### config.mk
export PLATFORM = sky130hd
export DESIGN_NAME = fpcsr_unit
export DESIGN_NICKNAME = d
export VERILOG_FILES = /design/src/rtl/fpcsr_pkg.sv /design/src/rtl/fpcsr_port.sv /design/src/rtl/fpcsr_event.sv /design/src/rtl/fpcsr_unit.sv
export SDC_FILE = /design/constraint.sdc
export NUM_CORES = 1
export LEC_CHECK = 0
export BUFFER_PORTS_ARGS = -buffer_cell sky130_fd_sc_hd__buf_2
export CAP_MARGIN = 25
export CORE_ASPECT_RATIO = 0.6
export CORE_MARGIN = 3
export CORE_UTILIZATION = 40
export DETAILED_ROUTE_END_ITERATION = 8
export PLACE_DENSITY = 0.85
export SLEW_MARGIN = 10
export SYNTH_ARGS = -nofsm -noshare
export SYNTH_HDL_FRONTEND = slang
export SYNTH_SLANG_ARGS = --single-unit
export TNS_END_PERCENT = 100
### constraint.sdc
create_clock -name clk_i -period 2.7 [get_ports clk_i]
set_input_delay 0.54 -clock clk_i [delete_from_list [all_inputs] [get_ports clk_i]]
set_output_delay 0.54 -clock clk_i [all_outputs]
set_load 0.005 [all_outputs]
### src/rtl/fpcsr_pkg.sv
package fpcsr_pkg;
  localparam int CSR_W     = 32;
  localparam int NCOND     = 6;
  localparam int NMASKABLE = 5;

  // field positions inside the status word
  localparam int RM_LSB    = 0;
  localparam int RM_W      = 2;
  localparam int FLAG_LSB  = 2;
  localparam int EN_LSB    = 7;
  localparam int CAUSE_LSB = 12;
  localparam int CMP_BIT   = 23;
  localparam int FTZ_BIT   = 24;

  // condition numbering shared by report bus, cause, flags and enables
  localparam int C_INEXACT = 0;
  localparam int C_UNDER   = 1;
  localparam int C_OVER    = 2;
  localparam int C_DIVZ    = 3;
  localparam int C_INVALID = 4;
  localparam int C_UNIMPL  = 5;

  localparam logic [CSR_W-1:0] FIELD_MASK =
      (CSR_W'((1 << (CAUSE_LSB + NCOND)) - 1)) |
      (CSR_W'(1) << CMP_BIT) | (CSR_W'(1) << FTZ_BIT);

  typedef logic [NCOND-1:0]     cond_t;
  typedef logic [NMASKABLE-1:0] mask_t;
endpackage

### src/rtl/fpcsr_port.sv
module fpcsr_port
  import fpcsr_pkg::*;
#(
  parameter int IDX_W     = 5,
  parameter int CTL_INDEX = 31
) (
  input  logic             wr_en_i,
  input  logic [IDX_W-1:0] wr_idx_i,
  input  logic [CSR_W-1:0] wr_data_i,
  input  logic [IDX_W-1:0] rd_idx_i,
  input  logic [CSR_W-1:0] csr_i,
  output logic             wr_hit_o,
  output logic [CSR_W-1:0] wr_val_o,
  output logic [CSR_W-1:0] rd_data_o
);
  localparam logic [IDX_W-1:0] HIT_IDX = IDX_W'(CTL_INDEX);

  assign wr_hit_o  = wr_en_i && (wr_idx_i == HIT_IDX);
  assign wr_val_o  = wr_data_i & FIELD_MASK;
  assign rd_data_o = (rd_idx_i == HIT_IDX) ? csr_i : '0;
endmodule

### src/rtl/fpcsr_event.sv
module fpcsr_event
  import fpcsr_pkg::*;
(
  input  logic  valid_i,
  input  cond_t cond_i,
  input  mask_t enable_i,
  output cond_t cause_o,
  output mask_t flag_set_o,
  output logic  trap_o
);
  cond_t norm;
  mask_t fire;

  // a range error is never exact
  always_comb begin
    norm = cond_i;
    if (cond_i[C_UNDER] || cond_i[C_OVER]) norm[C_INEXACT] = 1'b1;
  end

  for (genvar i = 0; i < NMASKABLE; i++) begin : g_cond
    assign fire[i]       = valid_i & norm[i] & enable_i[i];
    assign flag_set_o[i] = valid_i & norm[i] & ~enable_i[i];
  end

  assign cause_o = norm;
  assign trap_o  = (|fire) | (valid_i & norm[C_UNIMPL]);
endmodule

### src/rtl/fpcsr_unit.sv
module fpcsr_unit
  import fpcsr_pkg::*;
#(
  parameter int IDX_W     = 5,
  parameter int CTL_INDEX = 31
) (
  input  logic             clk_i,
  input  logic             rst_ni,
  input  logic             ctl_wr_en_i,
  input  logic [IDX_W-1:0] ctl_wr_idx_i,
  input  logic [31:0]      ctl_wr_data_i,
  input  logic [IDX_W-1:0] ctl_rd_idx_i,
  output logic [31:0]      ctl_rd_data_o,
  input  logic             rpt_valid_i,
  input  logic [5:0]       rpt_cond_i,
  output logic [1:0]       round_mode_o,
  output logic [31:0]      csr_o,
  output logic             trap_o
);
  logic [CSR_W-1:0] csr_q, csr_d, base, wr_val;
  logic             wr_hit, trap_req, trap_q;
  cond_t            cause;
  mask_t            flag_set;

  fpcsr_port #(.IDX_W(IDX_W), .CTL_INDEX(CTL_INDEX)) port_i (
    .wr_en_i  (ctl_wr_en_i),
    .wr_idx_i (ctl_wr_idx_i),
    .wr_data_i(ctl_wr_data_i),
    .rd_idx_i (ctl_rd_idx_i),
    .csr_i    (csr_q),
    .wr_hit_o (wr_hit),
    .wr_val_o (wr_val),
    .rd_data_o(ctl_rd_data_o)
  );

  // software write forms the base, the report lands on top of it
  assign base = wr_hit ? wr_val : csr_q;

  fpcsr_event event_i (
    .valid_i   (rpt_valid_i),
    .cond_i    (rpt_cond_i),
    .enable_i  (base[EN_LSB +: NMASKABLE]),
    .cause_o   (cause),
    .flag_set_o(flag_set),
    .trap_o    (trap_req)
  );

  always_comb begin
    csr_d = base;
    if (rpt_valid_i) begin
      csr_d[CAUSE_LSB +: NCOND]    = cause;
      csr_d[FLAG_LSB +: NMASKABLE] = base[FLAG_LSB +: NMASKABLE] | flag_set;
    end
  end

  always_ff @(posedge clk_i or negedge rst_ni) begin
    if (!rst_ni) begin
      csr_q  <= '0;
      trap_q <= 1'b0;
    end else begin
      csr_q  <= csr_d;
      trap_q <= trap_req;
    end
  end

  assign csr_o        = csr_q;
  assign round_mode_o = csr_q[RM_LSB +: RM_W];
  assign trap_o       = trap_q;

  // reserved positions never hold a one
  a_r4_reserved_zero: assert property (@(posedge clk_i) disable iff (!rst_ni)
    (csr_q & ~FIELD_MASK) == '0);

  // range errors carry inexact into the cause field
  a_r7_range_inexact: assert property (@(posedge clk_i) disable iff (!rst_ni)
    rpt_valid_i && (rpt_cond_i[C_UNDER] || rpt_cond_i[C_OVER]) |=> csr_q[CAUSE_LSB + C_INEXACT]);

  // unimplemented cause follows the last report
  a_r6_cause_follows: assert property (@(posedge clk_i) disable iff (!rst_ni)
    rpt_valid_i |=> (csr_q[CAUSE_LSB + C_UNIMPL] == $past(rpt_cond_i[C_UNIMPL])));

  // without a software write no flag drops
  a_r8_flags_sticky: assert property (@(posedge clk_i) disable iff (!rst_ni)
    !wr_hit |=> ((csr_q[FLAG_LSB +: NMASKABLE] & $past(csr_q[FLAG_LSB +: NMASKABLE]))
                 == $past(csr_q[FLAG_LSB +: NMASKABLE])));

  // a trap only follows a report
  a_r9_trap_after_report: assert property (@(posedge clk_i) disable iff (!rst_ni)
    trap_o |-> $past(rpt_valid_i));

  // unimplemented cannot be masked
  a_r10_unimpl_traps: assert property (@(posedge clk_i) disable iff (!rst_ni)
    rpt_valid_i && rpt_cond_i[C_UNIMPL] |=> trap_o);

  // idle cycles keep the word
  a_r12_idle_hold: assert property (@(posedge clk_i) disable iff (!rst_ni)
    !wr_hit && !rpt_valid_i |=> $stable(csr_q));
endmodule

==> results of run 1 <==
## cells in the mapped netlist, drive strengths merged
cell,number
o311ai,1
nor3,3
mux2,7
a22oi,2
nor2,2
o31ai,3
conb,1
inv,5
mux2i,13
nand3,1
nand4,1
buf,28
a21oi,1
and2,19
dfrtp,21
nand2,8
o21ai,10
clkbuf,2
o22ai,2
o211a,1
## final timing paths
| kind | end | slack (ps) |
|---|---|---|
| min reg2reg | csr_o[23] | 530 |
| min in group clk_i | csr_o[3] | 510 |
| max in group asynchronous | trap_o | 2150 |
| min | csr_o[24] | 230 |
| max reg2reg | trap_o | 1610 |
| max | ctl_rd_data_o[15] | 860 |
## power breakdown
part	switching, mW	internal (mW)
Combinational	0.0894	0.0913
Clock	0.0987	0.105
Sequential	0.0300	0.356
## sequential cells by signal, indices dropped and copies added (netlist names)
| signal | cells |
|---|---|
| csr_o | 20 |
| trap_o | 1 |
## area by class of cell
| class | instances | area, µm² |
|---|---|---|
| fillers | 294 | 1330 |
| multi-input cells | 98 | 628 |
| flip-flops and latches | 21 | 526 |
| repair buffers | 84 | 425 |
| well taps | 42 | 52.6 |
| clock buffers | 4 | 45.0 |
| inverters | 5 | 18.8 |
## metal layers
metal / vias to the layer above / GRT usage [%] / wire length, µm
met4: 0 / 4.21 / 28
met1: 503 / 19.6 / 1420
met2: 55 / 24.7 / 1460
met5: - / 0 / 0
li1: 558 / - / -
met3: 4 / 5.20 / 339
## worst max-delay path, delay by kind of cell
family	cells	cell delay (ps)
buffers and inverters	3	410
AND/OR/NAND/NOR	3	340
## cell usage in the layout (no fill, tap or decap)
cell type / count
buf_2: 82
conb_1: 24
dfrtp_1: 21
and2_1: 19
mux2i_1: 13
nand2_1: 8
mux2_2: 7
o21ai_0: 6
inv_1: 5
o21ai_1: 4
nor3_1: 3
o31ai_1: 3
clkbuf_8: 3
a22oi_1: 2
o22ai_1: 2
buf_4: 2
nand3_1: 1
nor2_1: 1
nand4_4: 1
nor2_4: 1
o211a_1: 1
o311ai_1: 1
a21oi_1: 1
clkbuf_1: 1
## metrics by stage
stage | power, mW | hold WS [ps]
after floorplan | 0.500 | 244
final | 0.770 | 226
after global routing | 0.819 | 257
after global placement | 0.569 | 505
after detailed placement | 0.573 | 517
after CTS | 0.779 | 242
## kinds of logic (layout without fill, tap and decap cells)
kind of cell / Yosys count / count (layout) / share of synthesized area (%)
buffers and inverters: 35 / 93 / 19.7
AOI/OAI and AO/OA: 20 / 20 / 9.32
DFF: 21 / 21 / 39.5
muxes: 20 / 20 / 15.7
and+or+nand+nor: 34 / 34 / 15.4
other: 1 / 24 / 0.282
==> metrics.cfg, run 1 <==
[placement]
dp_hpwl_um = 2620
placedCellCount = 250
placed_area_um2 = 1650
pre_cts_ws_ps = 712
gp_congestion = 0.742
port_buffers = 82

[floorplanning]
die-area_um2 = 4070
io_pins = 119
start_util_pct = 44.0
core_area_um2 = 3020
rows = 15
die_x_um = 80.4
die_h_um = 50.6

[sta]
tns_ps = 0
min_period_over_period_pct = 68.1
setup_viol = 0
drv_slew = 0
finClkSkew_ps = 1.37
fin_crit_ps = 1840
worst_slack_ps = 860
worst_slew_pin_slew_ps = 524
fmax_mhz = 544
grt_setup_unrepaired = no
finalHoldViolCount = 0
slew_headroom_pct = 64.7

[logic_synthesis]
yosys.area.top_type = dfrtp_1
yosysTopAreaCellShare_pct = 39.5
yosysSeqAreaShare_pct = 39.5
ys_ff_latch = 21
yosys-top-cells-area = dfrtp_1 40%, buf_4 15%, mux2i_1 9.8%
syn_inst = 131
ys_types = 23
yosys_warnings = 0
synth_area_um2 = 1330
synth_area_per_cell_um2 = 10.1

[setup_path]
cp-end-kind = primary output
critical-path-max-stage-delay_ps = 220
critPathLaunch = ctl_rd_idx_i[4]
reg2reg_from = csr_o[9]
crit_chain = buf_2 > nand3_1 > nor2_1 > buf_4 > and2_1 > buf_2
slowest_stage = buf_4
required_ps = 2160
cp.arrival_ps = 1300
path_max_fanout = 19
rr_worst_depth = 4
worstSetupStartpointType = input pin
path_class = in -> out
crit_top_cell = buf_2

[clocking]
htreeDepth = 1
postCtsSetupBuffers = 0
ctsRootBufferMaster = clkbuf_8
clkSinkCount = 21
clk_transition_reported_paths_ps = 70
cts_tree = built
cts.hold.buffers_added = 0
cts_resized = 0
insertion_delay_ps = 260
cts_buffers = 3
clock_path_buffers = 2

[final_layout]
final_area_um2 = 1700
areaGrowthSynthToFinish_pct = 27.6
post_layout_nonfiller_instances = 254
fin_nets = 265
n_antenna_cell = 0
drive_gt1_share_pct = 45.3
final_core_util_pct = 56.1

[job]
cap_violations = 0

[outcome]
status = completed

[global_routing]
antenna_found_initial = 0
grt_pass1_vias = 1022
grt_max_degree = 22
grt_usage_pct = 15.4
gr-total-overflow = 0
grt_pass1_wl_um = 4690

[drt]
viasPerCell = 4.41
drtIter0Drc = 44
vias = 1120
drt_wl_total_um = 3250
routedWlPerCell_um = 12.8
first_pass_iters = 4
detail-route-antenna-nets = 0
drc = 0

[hold_path]
hold_path.class = in -> async

[pwr]
peakVddDrop_mv = 0.265
leakage_nw = 0.912
power_density_nw_per_um2 = 454

Power figures use the tool's default switching activity.
==> run 2: changes to the inputs <==
- ABC_AREA: unset -> 1
- CORE_UTILIZATION: 40 -> 38
- PLACE_DENSITY: 0.85 -> 0.8
- clock period: 2.7 -> 1.72 ns (I/O delays scaled with it)
==> metrics.cfg, run 2 <==
[setup_path]
cp.arrival_ps = 1080  ; -220 ps
path_max_fanout = 20  ; +1
cp-end-kind = primary output
worstSetupStartpointType = input pin
path_class = in -> out
required_ps = 1380  ; -780 ps

[drt]
drc = 0  ; unchanged
routedWlPerCell_um = 11.4  ; -11%
viasPerCell = 4.26  ; -3.4%
first_pass_iters = 4  ; unchanged
drt_wl_total_um = 3440  ; +6.0%
vias = 1291  ; +15%
detail-route-antenna-nets = 0  ; unchanged
drtIter0Drc = 55  ; +25%

[floorplanning]
core_area_um2 = 3360  ; +11%
io_pins = 119  ; unchanged
die-area_um2 = 4400  ; +8.0%
die_h_um = 52.6  ; +3.8%
die_x_um = 83.6  ; +4.0%
rows = 16  ; +1
start_util_pct = 40.8  ; -3.1 points

[logic_synthesis]
yosys.area.top_type = dfrtp_1
ys_ff_latch = 21  ; unchanged
yosysTopAreaCellShare_pct = 38.3  ; -1.3 points
synth_common_cells = 32 x nand2_1, 28 x inv_1, 26 x buf_4
synth_edf_count = 0  ; unchanged
yosysSeqAreaShare_pct = 38.3  ; -1.3 points
ys_types = 22  ; -4.3%
synth_most_common_cell = nand2_1
ys.flop_type = dfrtp_1
synth_area_um2 = 1370  ; +3.4%
synthArstFlopShare_pct = 100  ; unchanged
yosys-top-cells-area = dfrtp_1 38%, buf_4 14%, nand2_1 8.7%
yosys_warnings = 0  ; unchanged
syn_inst = 178  ; +36%
synth_area_per_cell_um2 = 7.72  ; -24%

[clocking]
cts.hold.buffers_added = 0  ; unchanged
clock_path_buffers = 2  ; unchanged
insertion_delay_ps = 260  ; about the same
clk_transition_reported_paths_ps = 80  ; about the same
cts_buffers = 3  ; unchanged
clkSinkCount = 21  ; unchanged
postCtsSetupBuffers = 0  ; unchanged
ctsRootBufferMaster = clkbuf_8
htreeDepth = 1  ; unchanged
cts_tree = built
cts_resized = 0  ; unchanged

[global_routing]
grt_max_degree = 22  ; unchanged
gr-total-overflow = 0  ; unchanged
grt_pass1_vias = 1149  ; +12%
grt_usage_pct = 15.2  ; -0.15 points
antenna_found_initial = 0  ; unchanged
grt_pass1_wl_um = 5280  ; +12%

[sta]
fin_crit_ps = 1430
finalHoldViolCount = 0  ; unchanged
min_period_over_period_pct = 83.0
drv_slew = 0  ; unchanged
fmax_mhz = 700
tns_ps = 0  ; unchanged
grt_setup_unrepaired = no
finClkSkew_ps = 3.24  ; +1.87 ps
setup_viol = 0  ; unchanged

[pwr]
power_frac_comb_pct = 29.1  ; +5.6 points
power.switching_mw = 0.406  ; +86%
seqPwrFrac_pct = 46.9  ; -3.2 points
pwr-share-clk_pct = 24.0  ; -2.5 points
leakage_nw = 1.06  ; +17%
swShare_pct = 30.7  ; +2.4 points
internal_power_mw = 0.917  ; +66%
power_density_nw_per_um2 = 753  ; +66%
peakVddDrop_mv = 0.423  ; +60%

[final_layout]
final_common_cell = buf_2
areaGrowthSynthToFinish_pct = 28.0
final_cell_mix = 82 x buf_2, 32 x nand2_1, 28 x inv_1
drive_gt1_share_pct = 36.4  ; -8.8 points
fin_nets = 311  ; +17%
final_area_um2 = 1760  ; +3.7%
largest_register_ff_count = 20  ; unchanged
n_antenna_cell = 0  ; unchanged

[placement]
dp_hpwl_um = 2830  ; +8.1%
gp_congestion = 0.786  ; +6.0%
port_buffers = 82  ; unchanged
placed_area_um2 = 1710  ; +3.7%

[hold_path]
hold_path.class = in -> async

[job]
cap_violations = 0  ; unchanged

[outcome]
status = completed

run 2: changes by cell type in the layout (fill, tap and decap cells not counted), sizes merged, moves of 3 or more:
cell,previous run,this run
nand3b,0,5
nor3,3,0
o21bai,0,5
inv,5,29
and2,19,5
nand3,1,8
mux2i,13,0
nand2,8,34
mux2,7,0
nor2,2,23
o31ai,3,0
o211ai,0,6
run 2: through the flow:
step           utilization [%]  setup WS (ps)  power (mW)  hold slack, ps  instances
3_3_place_gp              50.9            302        1.01             329        299
6_report                  52.3            292        1.32            28.3        303
2_1_floorplan                -            508       0.880            48.4        201
5_1_grt                   52.3            183        1.43            66.6        303
4_1_cts                   52.3            291        1.34            41.8        303
3_5_place_dp              50.9            296        1.02             327        299
run 2: critical path, cell delays in order:
cell	delay (ps)
buf_2	70
nand3_1	70
nand3b_1	150
buf_4	210
nor2_1	110
buf_2	120
run 2: final cells by class:
cell class                 instances  area, µm²
timing repair buffer              83        418
fill                             352       1610
tap                               45       56.3
multi-input combinational        120        587
clock inverter                     1       5.00
clock buffer                       3       41.3
sequential                        21        526
inverter                          30        125
run 2: power by group through the flow:
| stage | combinational (mW) | clock, mW | sequential [mW] |
|---|---|---|---|
| 5_1_grt | 0.441 | 0.352 | 0.633 |
| 3_5_place_dp | 0.388 | 0 | 0.629 |
| 3_3_place_gp | 0.380 | 0 | 0.630 |
| 6_report | 0.385 | 0.318 | 0.620 |
| 4_1_cts | 0.389 | 0.329 | 0.621 |
| 2_1_floorplan | 0.238 | 0 | 0.642 |
run 2: per-layer routing:
layer  GRT usage, %  part of all wire (%)  vias up
met2           24.4                    45       56
met4          0.802                  0.17        0
met3           4.71                   8.8        2
met1           21.3                    46      579
li1               -                     -      654
met5              0                     0        -
run 2: path summary, 6_finish.rpt:
path | from | to | slack, ps | cells after the start
worst min-delay path | rst_ni | csr_o[14] | 30 | 1
max in group asynchronous | rst_ni | csr_o[5] | 1360 | 1
worst max-delay path | ctl_rd_idx_i[3] | ctl_rd_data_o[4] | 290 | 6
worst max register to register | csr_o[8] | trap_o | 790 | 6
worst min register to register | csr_o[24] | csr_o[24] | 550 | 2
min in group clk_i | ctl_wr_data_i[24] | csr_o[24] | 290 | 3
run 2: logic make-up (layout without fill, tap and decap cells):
logic type             count (synthesis)  count (layout)  synth area share, %
flip-flops                            21              21                 38.3
other                                  1              24                0.273
AND/OR/NAND/NOR                       75              75                 26.2
buffers and inverters                 60             117                 25.3
AO/OA/AOI/OAI                         21              21                 9.93
